===== src/rtl/tc16_pkg.sv =====
// Shared definitions for the byte-accessed counter.
// Assumes a two-bit bus address; address 3 is unused and reads as zero.
package tc16_pkg;
    typedef enum logic [1:0] {
        SEL_LOW  = 2'd0,
        SEL_HIGH = 2'd1,
        SEL_FLAG = 2'd2,
        SEL_NONE = 2'd3
    } reg_sel_e;
endpackage


===== src/rtl/tc16_count_core.sv =====
// Counter register with clear > load > step priority.
// Assumes ld_en and ld_val are already decoded by the bus bridge.
// wrap_up flags an effective up-step from all ones to zero.
module tc16_count_core #(
    parameter int CNT_W = 16
) (
    input  logic             clk,
    input  logic             rst_n,
    input  logic             step_en,
    input  logic             step_dn,
    input  logic             clr,
    input  logic             ld_en,
    input  logic [CNT_W-1:0] ld_val,
    output logic [CNT_W-1:0] cnt_q,
    output logic             wrap_up
);
    localparam logic [CNT_W-1:0] ALL_ONES = {CNT_W{1'b1}};
    localparam logic [CNT_W-1:0] ONE      = {{(CNT_W-1){1'b0}}, 1'b1};

    logic [CNT_W-1:0] cnt_d;

    // Next-state selection by priority.
    always_comb begin
        if (clr)
            cnt_d = '0;
        else if (ld_en)
            cnt_d = ld_val;
        else if (step_en)
            cnt_d = step_dn ? cnt_q - ONE : cnt_q + ONE;
        else
            cnt_d = cnt_q;
    end

    // Up-wrap detect, only when the step actually takes effect.
    assign wrap_up = step_en && !step_dn && !clr && !ld_en && (cnt_q == ALL_ONES);

    // Counter register.
    always_ff @(posedge clk) begin
        if (!rst_n)
            cnt_q <= '0;
        else
            cnt_q <= cnt_d;
    end
endmodule


===== src/rtl/tc16_byte_bridge.sv =====
// Byte bus bridge: holding register for the upper byte, read mux, and
// decode of counter load and flag clear. Assumes no simultaneous read and
// write at different addresses (one address per cycle).
module tc16_byte_bridge
    import tc16_pkg::*;
#(
    parameter int BUS_W = 8,
    localparam int CNT_W = 2 * BUS_W
) (
    input  logic             clk,
    input  logic             rst_n,
    input  logic [1:0]       addr,
    input  logic             wr,
    input  logic             rd,
    input  logic [BUS_W-1:0] wdata,
    input  logic [CNT_W-1:0] cnt_q,
    input  logic             flag_q,
    output logic [BUS_W-1:0] rdata,
    output logic             ld_en,
    output logic [CNT_W-1:0] ld_val,
    output logic             flag_w1c,
    output logic [BUS_W-1:0] hold_q
);
    logic wr_low, wr_high, rd_low;

    // Access decode.
    assign wr_low   = wr && (addr == SEL_LOW);
    assign wr_high  = wr && (addr == SEL_HIGH);
    assign rd_low   = rd && (addr == SEL_LOW);
    assign flag_w1c = wr && (addr == SEL_FLAG) && wdata[0];

    // Atomic 16-bit load from holding register plus written byte.
    assign ld_en  = wr_low;
    assign ld_val = {hold_q, wdata};

    // Read data mux; upper half is only visible through the holding register.
    always_comb begin
        case (addr)
            SEL_LOW:  rdata = cnt_q[BUS_W-1:0];
            SEL_HIGH: rdata = hold_q;
            SEL_FLAG: rdata = {{(BUS_W-1){1'b0}}, flag_q};
            default:  rdata = '0;
        endcase
    end

    // Holding register: bus write to high, or snapshot on low-byte read.
    always_ff @(posedge clk) begin
        if (!rst_n)
            hold_q <= '0;
        else if (wr_high)
            hold_q <= wdata;
        else if (rd_low)
            hold_q <= cnt_q[CNT_W-1:BUS_W];
    end
endmodule


===== src/rtl/tc16_ovf_flag.sv =====
// Sticky overflow flag: set wins over write-one-to-clear.
module tc16_ovf_flag (
    input  logic clk,
    input  logic rst_n,
    input  logic set_req,
    input  logic clr_req,
    output logic flag_q
);
    // Flag register.
    always_ff @(posedge clk) begin
        if (!rst_n)
            flag_q <= 1'b0;
        else if (set_req)
            flag_q <= 1'b1;
        else if (clr_req)
            flag_q <= 1'b0;
    end
endmodule


===== src/rtl/tc16_byte_counter.sv =====
// Top: byte-accessed up/down counter with TOP/BOTTOM status and an
// overflow interrupt flag. Counter width is twice the bus width.
module tc16_byte_counter #(
    parameter int BUS_W = 8,
    localparam int CNT_W = 2 * BUS_W
) (
    input  logic             clk,
    input  logic             rst_n,
    input  logic             cnt_en,
    input  logic             cnt_down,
    input  logic             cnt_clr,
    input  logic [CNT_W-1:0] top_val,
    input  logic [1:0]       bus_addr,
    input  logic             bus_wr,
    input  logic             bus_rd,
    input  logic [BUS_W-1:0] bus_wdata,
    output logic [BUS_W-1:0] bus_rdata,
    output logic [CNT_W-1:0] cnt_val,
    output logic             at_top,
    output logic             at_bottom,
    output logic             ovf_irq
);
    logic             ld_en;
    logic [CNT_W-1:0] ld_val;
    logic             wrap_up;
    logic             flag_w1c;
    logic [BUS_W-1:0] hold_q;

    tc16_count_core #(.CNT_W(CNT_W)) u_core (
        .clk     (clk),
        .rst_n   (rst_n),
        .step_en (cnt_en),
        .step_dn (cnt_down),
        .clr     (cnt_clr),
        .ld_en   (ld_en),
        .ld_val  (ld_val),
        .cnt_q   (cnt_val),
        .wrap_up (wrap_up)
    );

    tc16_byte_bridge #(.BUS_W(BUS_W)) u_bridge (
        .clk      (clk),
        .rst_n    (rst_n),
        .addr     (bus_addr),
        .wr       (bus_wr),
        .rd       (bus_rd),
        .wdata    (bus_wdata),
        .cnt_q    (cnt_val),
        .flag_q   (ovf_irq),
        .rdata    (bus_rdata),
        .ld_en    (ld_en),
        .ld_val   (ld_val),
        .flag_w1c (flag_w1c),
        .hold_q   (hold_q)
    );

    tc16_ovf_flag u_flag (
        .clk     (clk),
        .rst_n   (rst_n),
        .set_req (wrap_up),
        .clr_req (flag_w1c),
        .flag_q  (ovf_irq)
    );

    // Status compares.
    assign at_top    = (cnt_val == top_val);
    assign at_bottom = (cnt_val == '0);
endmodule


===== config.mk =====
export PLATFORM = sky130hd
export DESIGN_NAME = tc16_byte_counter
export DESIGN_NICKNAME = d
export VERILOG_FILES = /design/src/rtl/tc16_pkg.sv /design/src/rtl/tc16_count_core.sv /design/src/rtl/tc16_byte_bridge.sv /design/src/rtl/tc16_ovf_flag.sv /design/src/rtl/tc16_byte_counter.sv
export SDC_FILE = /design/constraint.sdc
export NUM_CORES = 1
export LEC_CHECK = 0
export ABC_AREA = 1
export BUFFER_PORTS_ARGS = -buffer_cell sky130_fd_sc_hd__buf_4
export CORE_UTILIZATION = 59
export CTS_CLUSTER_SIZE = 16
export DETAILED_ROUTE_END_ITERATION = 8
export HOLD_SLACK_MARGIN = 0.03
export PLACE_DENSITY = 0.95
export SLEW_MARGIN = 20
export SYNTH_ARGS = -nofsm -noshare
export SYNTH_HDL_FRONTEND = slang
export SYNTH_SLANG_ARGS = --single-unit

===== constraint.sdc =====
create_clock -name clk -period 4.6 [get_ports clk]
set_input_delay 0.92 -clock clk [delete_from_list [all_inputs] [get_ports clk]]
set_output_delay 0.92 -clock clk [all_outputs]
set_load 0.01 [all_outputs]

==> summary.txt <==
Routing
  – Post-DRT Antenna Nets: 0
  – Drt pass-1 iters: 5
  – Vias: 2817
  – Vias/cell: 5.58
  – Initial DRC Count: 332
  – # DRC: 0
  – Routed WL: 7.34 mm
  – WL per Instance: 14.5 um

Final layout
  – Final nets: 504
  – Fin util: 74.6%
  – N_diodes: 0
  – Layout cells sized above 1: 22.0%
  – Area Growth Syn to Fin: 19.5%
  – Number of fill cells: 330

Clocking
  – # Post-CTS Setup Buffers: 0
  – H-Tree Depth: 1
  – Clock root cell: clkbuf_8
  – Post-CTS sizing: 0
  – Clock sink count: 25
  – Later-pin clock latency in the skew report: 0.28 ns
  – CTS tree: yes
  – CTS clk-pin slew, worst paths: 0.09 ns
  – TritonCTS Buffers: 3
  – Post-CTS Hold Fix Bufs: 0
  – Maximum clock path buffer count: 2

Synth
  – FF+latch count, synth: 25
  – Ys Warns: 0
  – Number of enable flip-flop cells after synthesis: 0
  – Mapped Nets: 445
  – Yosys cell types: 34
  – Post-synth ARST share: 0%
  – Mapped Area: 0.00253 sq mm
  – Mean Syn Cell Area: 6.38 sq um
  – Top_reg_cell synth: dfxtp_1
  – Post-synthesis sequential area ratio: 19.8%
  – Syn Inst Count: 397

Floorplanning
  – Core area: 0.00406 sq mm
  – Die Y: 67.5 um
  – Ports: 60
  – Chip width: 67.5 um
  – Die area: 0.00456 sq mm
  – # rows: 23
  – Initial core utilization: 62.4%

Global route
  – Grt ovf: 0
  – First-pass GRT wire length: 11.5 mm
  – Largest net degree at the start of global routing: 18
  – Initial antenna violation count: 0
  – Vias in the first global route: 2510
  – GR Util All Layers: 33.5%

Worst hold path
  – Worst hold-check path type: register to register

Setup path
  – CP cell instances: buf_4 > xnor2_1 > nand3_1 > nor3_1 > nand2_1 > nor4_1 > buf_4
  – Most numerous cell on the critical path: buf_4
  – Setup CP Type: input pin to output port
  – Buf+Inv Stages, Crit Path: 2
  – Cell family with most CP delay: simple AND/OR/NAND/NOR gates
  – Crit-path max FO: 1
  – CP max stage delay: 0.21 ns
  – Startpoint Class: input pin
  – Worst EP arrival: 1.87 ns
  – Critical path's slowest cell: nor4_1
  – Crit. End Element: output port
  – Required @ worst endpoint: 3.68 ns

Power and ir drop
  – P_leak: 1.46 nW
  – Peak supply drop: 0.147 mV
  – PwrDens: 197 mW/mm^2

STA
  – Setup_tns: 0 ns
  – Worst slew pin tran: 0.567 ns
  – Unrepaired setup endpoints after global routing: false
  – Fin crit share: 60.8%
  – Worst Skew: 0.00707 ns
  – Min Tclk post-route: 2.79 ns
  – Setup Viol. Count Final: 0
  – Slew HR: 62.2%
  – Final hold viol count: 0
  – Achievable Freq: 358 MHz
  – Final Max Slew Viols: 0

Status
  – Status: completed

Placement
  – Routability cong.: 0.959
  – Port Buffers: 59
  – Post-DP HPWL: 5.73 mm

Job
  – MaxCap Viol Count: 0
==> area by class of cell <==
cell class | count | area, sq um | area share (%)
Clock buffer | 3 | 41.3 | 1.36
Timing Repair Buffer | 59 | 443 | 14.6
Sequential cell | 25 | 500 | 16.5
Tap cell | 50 | 62.6 | 2.07
Multi-Input combinational cell | 288 | 1670 | 55.3
Inverter | 79 | 302 | 9.97
Clock inverter | 1 | 5.00 | 0.165
==> where the power goes <==
| group | internal [mW] | total [mW] | switching [mW] |
|---|---|---|---|
| sequential | 0.227 | 0.243 | 0.0159 |
| clock | 0.0608 | 0.137 | 0.0762 |
| combinational | 0.0909 | 0.217 | 0.126 |
==> metal layers <==
| layer | global-route usage [%] | share of wire, % | routed length, um | vias to the layer above |
|---|---|---|---|---|
| li1 | - | - | - | 1398 |
| met1 | 44.9 | 44 | 3200 | 1259 |
| met2 | 53.8 | 46 | 3380 | 131 |
| met3 | 5.07 | 7.2 | 528 | 29 |
| met4 | 11.7 | 3.2 | 234 | 0 |
| met5 | 0 | 0 | 0 | - |
==> flip-flops by register name, indices dropped and copies added, names as in the netlist <==
name and flops:
u_bridge.hold_q 8, u_core.cnt_q 16, u_flag.flag_q 1
==> cell usage after synthesis, types with 2 or more instances <==
library cell  instances  area (sq um)
a21oi_1              18          90.1
a21oi_2               9          78.8
a31oi_1               4          25.0
buf_6                 3          33.8
dfxtp_1              25           500
ha_1                 14           175
inv_1                75           282
inv_4                 2          12.5
nand2_1             108           405
nand2_4               2          22.5
nand3_1              19          95.1
nand3_2               7          70.1
nand3b_1              3          22.5
nand4_1               7          43.8
nor2_1               18          67.6
nor2_4                2          22.5
nor3_1                8          40.0
nor4_1                3          18.8
o21ai_0              22           110
o21ai_1               2          10.0
o221ai_1              2          17.5
o22ai_1               6          37.5
o22ai_2               8           100
or2_2                 6          37.5
xnor2_1              13           114
xor2_1                3          26.3
==> final timing paths <==
kind                            slack [ns]                  to          startpoint  depth (start not counted)
worst min-delay path                  0.47  u_bridge.hold_q[5]  u_bridge.hold_q[5]                          2
worst max register to register        2.72     u_core.cnt_q[5]     u_core.cnt_q[2]                          7
worst max-delay path                  1.81              at_top         top_val[10]                          7
worst min register to register        0.47  u_bridge.hold_q[5]  u_bridge.hold_q[5]                          2
==> metrics by stage <==
step	setup WS (ns)	std cells	area (sq um)	power, mW	hold slack, ns
after floorplan	2.04	397	2530	0.385	0.445
after global placement	1.83	501	2980	0.453	0.453
after detailed placement	1.82	501	2980	0.460	0.456
after CTS	1.82	505	3030	0.591	0.470
after global routing	1.74	505	3030	0.630	0.495
final	1.81	505	3030	0.597	0.472
==> worst reg2reg max path, cell delays in order, from the launching register on <==
cell and delay (ns):
dfxtp_1 0.49, ha_1 0.33, or2_1 0.29, nand3b_1 0.10, nand2_1 0.11, or2_0 0.22, a31oi_1 0.16, nor2_1 0.05
==> cell families after synthesis <==
| kind of cell | share of synthesized area, % |
|---|---|
| DFF | 19.8 |
| and+or+nand+nor | 33.9 |
| adders and majority gates | 7.71 |
| buffers and inverters | 14.2 |
| AOI/OAI and AO/OA | 18.9 |
| xor gates and xnor gates | 5.53 |
==> cell usage in the layout, fill, tap and decap left out, types with 3 or more instances in the layout <==
master / instances
nor2_1: 18
o21ai_0: 22
nor3_1: 8
nand3_2: 7
a31oi_1: 4
nor4_1: 3
clkbuf_8: 3
dfxtp_1: 25
o22ai_1: 6
buf_4: 59
nand3b_1: 3
a21oi_2: 9
o22ai_2: 8
ha_1: 14
a21oi_1: 18
nand3_1: 19
xnor2_1: 13
inv_1: 75
nand4_1: 7
or2_2: 6
xor2_1: 3
nand2_1: 108
Note: power is estimated with default switching activity, not from simulation.
